==> src/rtl/tod_pkg.sv <==
// Package: shared register-select type for the time-of-day counter.
// Assumes: the decode and register modules agree on this encoding only
// internally; it never appears at the block's ports.
package tod_pkg;

    typedef enum logic [2:0] {
        SEL_NONE = 3'd0,
        SEL_CTRL = 3'd1,
        SEL_FRAC = 3'd2,
        SEL_WHOLE = 3'd3,
        SEL_STEP = 3'd4
    } reg_sel_t;

endpackage

==> src/rtl/tod_decode.sv <==
// Module: tod_decode
// Maps a register byte offset onto a register select. Purely combinational.
// Assumes: offsets must match in every bit; anything else selects nothing.
module tod_decode #(
    parameter int          ADDR_W   = 12,
    parameter logic [11:0] OFS_CTRL = 12'hF00,
    parameter logic [11:0] OFS_FRAC = 12'hF08,
    parameter logic [11:0] OFS_WHOLE = 12'hF10,
    parameter logic [11:0] OFS_STEP = 12'hF18
) (
    input  logic [ADDR_W-1:0] addr,
    output tod_pkg::reg_sel_t sel
);

    // Full-width compare of the offset against each mapped register.
    always_comb begin
        if (addr == ADDR_W'(OFS_CTRL))       sel = tod_pkg::SEL_CTRL;
        else if (addr == ADDR_W'(OFS_FRAC))  sel = tod_pkg::SEL_FRAC;
        else if (addr == ADDR_W'(OFS_WHOLE)) sel = tod_pkg::SEL_WHOLE;
        else if (addr == ADDR_W'(OFS_STEP))  sel = tod_pkg::SEL_STEP;
        else                                 sel = tod_pkg::SEL_NONE;
    end

endmodule

==> src/rtl/tod_regs.sv <==
// Module: tod_regs
// Holds the control and increment registers, raises load strobes for the
// accumulator, and drives the registered read data.
// Assumes: DATA_W is at least as wide as the whole count and the increment;
// read data holds its value between read requests.
module tod_regs #(
    parameter int DATA_W = 64,
    parameter int TIME_W = 64,
    parameter int FRAC_W = 32,
    parameter int STEP_W = 64
) (
    input  logic              clk,
    input  logic              rst_n,
    input  logic              req_vld,
    input  logic              req_wr,
    input  tod_pkg::reg_sel_t req_sel,
    input  logic [DATA_W-1:0] req_wdata,
    input  logic [TIME_W-1:0] cur_whole,
    input  logic [FRAC_W-1:0] cur_frac,
    output logic              cnt_en,
    output logic [STEP_W-1:0] step,
    output logic              ld_whole,
    output logic              ld_frac,
    output logic [DATA_W-1:0] rdata
);

    logic wr_hit;
    logic rd_hit;
    logic [DATA_W-1:0] rd_mux;

    assign wr_hit   = req_vld && req_wr;
    assign rd_hit   = req_vld && !req_wr;
    assign ld_whole = wr_hit && (req_sel == tod_pkg::SEL_WHOLE);
    assign ld_frac  = wr_hit && (req_sel == tod_pkg::SEL_FRAC);

    // Control bit: updated only by a write to the control offset.
    always_ff @(posedge clk) begin
        if (!rst_n)                                      cnt_en <= 1'b0;
        else if (wr_hit && req_sel == tod_pkg::SEL_CTRL) cnt_en <= req_wdata[0];
    end

    // Increment register: updated only by a write to the increment offset.
    always_ff @(posedge clk) begin
        if (!rst_n)                                      step <= '0;
        else if (wr_hit && req_sel == tod_pkg::SEL_STEP) step <= req_wdata[STEP_W-1:0];
    end

    // Read multiplexer over the current register state.
    always_comb begin
        unique case (req_sel)
            tod_pkg::SEL_CTRL:  rd_mux = DATA_W'(cnt_en);
            tod_pkg::SEL_FRAC:  rd_mux = DATA_W'(cur_frac);
            tod_pkg::SEL_WHOLE: rd_mux = DATA_W'(cur_whole);
            tod_pkg::SEL_STEP:  rd_mux = DATA_W'(step);
            default:            rd_mux = '0;
        endcase
    end

    // Read data register: captures the selected value on a read request.
    always_ff @(posedge clk) begin
        if (!rst_n)      rdata <= '0;
        else if (rd_hit) rdata <= rd_mux;
    end

endmodule

==> src/rtl/tod_accum.sv <==
// Module: tod_accum
// Wide fixed-point time accumulator: whole nanoseconds above a fraction.
// Assumes: a load of either part takes priority over counting for the
// whole cycle, and the increment is zero-extended above its whole field.
module tod_accum #(
    parameter int TIME_W = 64,
    parameter int FRAC_W = 32,
    parameter int STEP_W = 64
) (
    input  logic              clk,
    input  logic              rst_n,
    input  logic              cnt_en,
    input  logic [STEP_W-1:0] step,
    input  logic              ld_whole,
    input  logic              ld_frac,
    input  logic [TIME_W-1:0] ld_val,
    output logic [TIME_W-1:0] whole,
    output logic [FRAC_W-1:0] frac
);

    localparam int ACC_W = TIME_W + FRAC_W;

    logic [ACC_W-1:0] acc_q;
    logic [ACC_W-1:0] acc_sum;

    // Next value when counting: one full-width add so the fraction carries.
    assign acc_sum = acc_q + ACC_W'(step);

    // Accumulator update: loads win over counting, counting needs the enable.
    always_ff @(posedge clk) begin
        if (!rst_n)        acc_q <= '0;
        else if (ld_whole) acc_q[ACC_W-1:FRAC_W] <= ld_val;
        else if (ld_frac)  acc_q[FRAC_W-1:0] <= ld_val[FRAC_W-1:0];
        else if (cnt_en)   acc_q <= acc_sum;
    end

    assign whole = acc_q[ACC_W-1:FRAC_W];
    assign frac  = acc_q[FRAC_W-1:0];

endmodule

==> src/rtl/tod_counter.sv <==
// Module: tod_counter (top)
// Nanosecond time-of-day counter advanced by a programmable 32.32
// increment, with a single-cycle register port and registered read data.
// Assumes: one request per cycle at most; only a read moves reg_rdata.
module tod_counter #(
    parameter int          ADDR_W    = 12,
    parameter int          DATA_W    = 64,
    parameter int          TIME_W    = 64,
    parameter int          FRAC_W    = 32,
    parameter int          STEP_INT_W = 32,
    parameter logic [11:0] OFS_CTRL  = 12'hF00,
    parameter logic [11:0] OFS_FRAC  = 12'hF08,
    parameter logic [11:0] OFS_WHOLE = 12'hF10,
    parameter logic [11:0] OFS_STEP  = 12'hF18
) (
    input  logic              clk,
    input  logic              rst_n,
    input  logic              reg_vld,
    input  logic              reg_wr,
    input  logic [ADDR_W-1:0] reg_addr,
    input  logic [DATA_W-1:0] reg_wdata,
    output logic [DATA_W-1:0] reg_rdata
);

    localparam int STEP_W = STEP_INT_W + FRAC_W;

    tod_pkg::reg_sel_t sel;
    logic              cnt_en;
    logic [STEP_W-1:0] step;
    logic              ld_whole;
    logic              ld_frac;
    logic [TIME_W-1:0] acc_whole;
    logic [FRAC_W-1:0] acc_frac;

    tod_decode #(
        .ADDR_W   (ADDR_W),
        .OFS_CTRL (OFS_CTRL),
        .OFS_FRAC (OFS_FRAC),
        .OFS_WHOLE(OFS_WHOLE),
        .OFS_STEP (OFS_STEP)
    ) u_decode (
        .addr(reg_addr),
        .sel (sel)
    );

    tod_regs #(
        .DATA_W(DATA_W),
        .TIME_W(TIME_W),
        .FRAC_W(FRAC_W),
        .STEP_W(STEP_W)
    ) u_regs (
        .clk      (clk),
        .rst_n    (rst_n),
        .req_vld  (reg_vld),
        .req_wr   (reg_wr),
        .req_sel  (sel),
        .req_wdata(reg_wdata),
        .cur_whole(acc_whole),
        .cur_frac (acc_frac),
        .cnt_en   (cnt_en),
        .step     (step),
        .ld_whole (ld_whole),
        .ld_frac  (ld_frac),
        .rdata    (reg_rdata)
    );

    tod_accum #(
        .TIME_W(TIME_W),
        .FRAC_W(FRAC_W),
        .STEP_W(STEP_W)
    ) u_accum (
        .clk     (clk),
        .rst_n   (rst_n),
        .cnt_en  (cnt_en),
        .step    (step),
        .ld_whole(ld_whole),
        .ld_frac (ld_frac),
        .ld_val  (reg_wdata[TIME_W-1:0]),
        .whole   (acc_whole),
        .frac    (acc_frac)
    );

endmodule

==> config.mk <==
export PLATFORM = sky130hd
export DESIGN_NAME = tod_counter
export DESIGN_NICKNAME = d
export VERILOG_FILES = /design/src/rtl/tod_pkg.sv /design/src/rtl/tod_decode.sv /design/src/rtl/tod_regs.sv /design/src/rtl/tod_accum.sv /design/src/rtl/tod_counter.sv
export SDC_FILE = /design/constraint.sdc
export NUM_CORES = 1
export LEC_CHECK = 0
export BUFFER_PORTS_ARGS = -buffer_cell sky130_fd_sc_hd__buf_2
export CORE_ASPECT_RATIO = 1.1
export CORE_MARGIN = 2
export CORE_UTILIZATION = 35
export CTS_CLUSTER_SIZE = 30
export DETAILED_ROUTE_END_ITERATION = 16
export HOLD_SLACK_MARGIN = 0.02
export PLACE_DENSITY = 0.65
export SYNTH_ARGS = -nofsm -noshare
export SYNTH_HDL_FRONTEND = slang
export SYNTH_SLANG_ARGS = --single-unit
==> constraint.sdc <==
create_clock -name clk -period 2.9 [get_ports clk]
set_clock_uncertainty 0.15 [all_clocks]
set_input_delay 0.29 -clock clk [delete_from_list [all_inputs] [get_ports clk]]
set_output_delay 0.29 -clock clk [all_outputs]
set_load 0.1 [all_outputs]
==> flow_summary.yaml <==
status:
  outcome: "finished with violations"
  violations: "negative setup slack"
job:
  cap_violations: 0
floorplanning:
  fp.dieH_um: 213.2
  io_pins: 144
  initial_core_util_pct: 35.54
  die_w_um: 194.2
  die_area_mm2: 0.04139
  design.core.area_mm2: 0.03918
  row_count: 76
placement:
  hpwlAfterDp_mm: 41.14
  preCtsSetupSlack_ns: -0.4992
  io_buffer_count: 143
  gp_congestion: 0.9297
route:
  via_per_inst: 5.642
  routed_wl_mm: 57.00
  drt_iter0_drc: 1166
  drt_pre_antenna_iters: 5
  post_drt_wl_per_cell_um: 19.84
  drc: 0
  vias: 16210
  ant_nets: 0
synthesis:
  ys_seq_area_share_pct: 32.35
  synth-seq-cells: 225
  synthArstFlopShare_pct: 0
  synthFlopType: "dfxtp_1"
  yosys.cell_types.count: 82
  synthesis.area_mm2: 0.01392
  ys_warn_count: 0
  syn_nets: 1997
  synth_top_area_share_pct: 32.35
  syn-instance-count: 1852
  yosysTopAreaCell: "dfxtp_1"
  yosys-top-cells-area: "dfxtp_1 (32%), a21oi_1 (9.0%), nand2_1 (7.6%)"
  synth_edf_count: 0
  synth.avg_cell_area_um2: 7.517
sta:
  layout_setup_ws_ns: -0.1894
  final-max-slew-violation-count: 0
  setup_viol_count_final: 34
  slew_headroom_pct: 47.47
  fin_tns_setup_ns: -3.388
  holdWs_ns: 0.06661
  finalHoldViolCount: 0
  grt_setup_unrepaired: "true"
  min_period_ns: 3.089
  fin_crit_sh_pct: 106.5
  worst-slew-pin-transition_ns: 0.7879
  max_freq_mhz: 323.7
min_path:
  hp-class: "input pin to flip-flop"
  hold_path_startpoint: "rst_n"
  hold-path-endpoint: "u_regs.step[45]$_SDFFE_PN0P_"
  holdPathStages: 3
clock_tree:
  tritoncts: "done"
  cts_buffer_depth: 3
  cts-root-buf: "clkbuf_16"
  clock_sinks: 225
  clkTransAtPathRegs_ns: 0.06
  insertion_delay_ns: 0.58
  h-tree-depth: 1
  numCtsBuffers: 27
critical_path:
  crit_path_end_kind: "flip-flop"
  cp.arrival_ns: 3.44
  critical_path_class: "flip-flop to flip-flop"
  cpPeakStageDelay_ns: 0.57
  start_kind: "flip-flop"
  slowest_stage: "or4_4"
  reg2reg_slack_ns: -0.19
  path_cells: "ha_4 -> nand2_4 -> or4_4 -> nor4_4 -> o211ai_4 -> a311oi_4 -> o22ai_2 -> nand3b_4 -> a211o_1 -> a211oi_2"
  r2r_start: "u_regs.step[25]$_SDFFE_PN0P_"
  r2r-end: "u_accum.acc_q[67]$_SDFFE_PN0P_"
  reg2regPathDepth: 10
  crit_family: "compound AO/OA/AOI/OAI gates"
  cp.required_ns: 3.25
  path_max_fanout: 4
  crit_buf_inv: 0
pwr:
  totalPowerFinal_mw: 7.514
  powerDensity_mw_per_mm2: 358.2
  p_leak_nw: 8.532
  peakVddDrop_v: 0.0005530
global_routing:
  grt_pass1_wl_mm: 87.07
  grt_max_degree: 76
  antenna_found_initial: 0
  grt-ovfl-total: 0
  grt_usage_pct: 26.34
  grt_pass1_vias: 16200
final_layout:
  area_growth_pct: 50.70
  final_common_cell: "buf_4"
  final_cell_mix: "buf_4 (359), nand2_1 (276), a21oi_1 (218)"
  drive_gt1_share_pct: 36.39
  layout.nets: 2491
  diodes: 0
[layer usage]
layer | GRT usage (%) | share of wire [%]
met1 | 33.36 | 43
met2 | 46.21 | 48
met3 | 3.080 | 5.9
met4 | 9.457 | 2.9
met5 | 0 | 0
[where the power goes]
part | internal [mW] | switching [mW] | total (mW)
sequential | 3.11 | 0.0116 | 3.13
clock | 2.33 | 1.46 | 3.79
combinational | 0.174 | 0.426 | 0.601
total | 5.62 | 1.90 | 7.51
[metrics by stage]
stage	util (%)	area (µm²)	instances
3_3_place_gp	45.41	17790	2733
3_5_place_dp	45.41	17790	2733
6_report	53.55	20980	2873
2_1_floorplan	-	14090	1852
5_1_grt	53.55	20980	2873
4_1_cts	51.84	20310	2866
[Yosys cell counts (14+ instances only)]
library cell,instances
a211oi_1,17
a21o_1,23
a21oi_1,251
a221oi_1,34
a22oi_1,36
a311oi_1,20
a31oi_1,16
buf_1,16
clkbuf_1,105
dfxtp_1,225
ha_1,64
inv_1,14
mux2_2,32
nand2_1,281
nand3_1,31
nand4_1,38
nor2_1,178
nor3_1,95
o21ai_0,110
xnor2_1,50
xor2_1,27
[flip-flops by register name (all words and copies together), names as in the netlist]
register / count
u_accum.acc_q: 96
u_regs.step: 64
u_regs.rdata: 64
u_regs.cnt_en: 1
[worst reg2reg max path, stage by stage (launching register included)]
cell and delay, ns:
dfxtp_4 0.35, ha_4 0.28, nand2_4 0.06, or4_4 0.57
nor4_4 0.24, o211ai_4 0.20, a311oi_4 0.41, o22ai_2 0.12
nand3b_4 0.21, a211o_1 0.29, a211oi_2 0.16
[cell type report]
type                       instances  area (µm²)
clock buffer                      36       739.5
clock inverter                    13       230.2
inverter                          15       58.81
sequential                       225        4548
tap                              507       634.4
multi-input combinational       1473       10170
fill                            3659       18200
timing repair buffer             604        4597
[cells by family (layout without fill, tap and decap cells)]
logic type                 Yosys count  count (layout)  share of synthesized area (%)
DFF                                225             225                          32.35
and+or+nand+nor                    696             696                          22.37
xor gates and xnor gates            77              77                          4.844
muxes                               35              35                          2.894
AOI/OAI and AO/OA                  600             600                          26.76
adders and majority gates           65              65                          5.896
buffers and inverters              154             668                          4.880
[how the worst max path moves through the flow]
stage / startpoint / end / slack [ns] / cells after the start
floorplan: u_regs.step[42]$_SDFFE_PN0P_ / u_accum.acc_q[59]$_SDFFE_PN0P_ / -0.07 / 11
global placement: u_regs.step[27]$_SDFFE_PN0P_ / u_accum.acc_q[95]$_SDFFE_PN0P_ / -0.41 / 11
detailed placement: u_regs.step[42]$_SDFFE_PN0P_ / u_accum.acc_q[59]$_SDFFE_PN0P_ / -0.50 / 10
CTS: u_accum.acc_q[0]$_SDFFE_PN0P_ / u_accum.acc_q[94]$_SDFFE_PN0P_ / -0.23 / 13
global route: u_regs.step[26]$_SDFFE_PN0P_ / u_accum.acc_q[76]$_SDFFE_PN0P_ / -0.32 / 13
finish: u_regs.step[25]$_SDFFE_PN0P_ / u_accum.acc_q[67]$_SDFFE_PN0P_ / -0.19 / 10
[what timing repair did]
action / 4_1_cts / 5_1_grt
gates resized for setup: 171 / 128
pin swaps: 108 / 106
buffers inserted: 24 / 15
endpoints found under the hold margin: 156 / 0
endpoints found under the setup margin: 63 / 68
hold buffers: 64 / 0
Power figures use the tool's default switching activity.
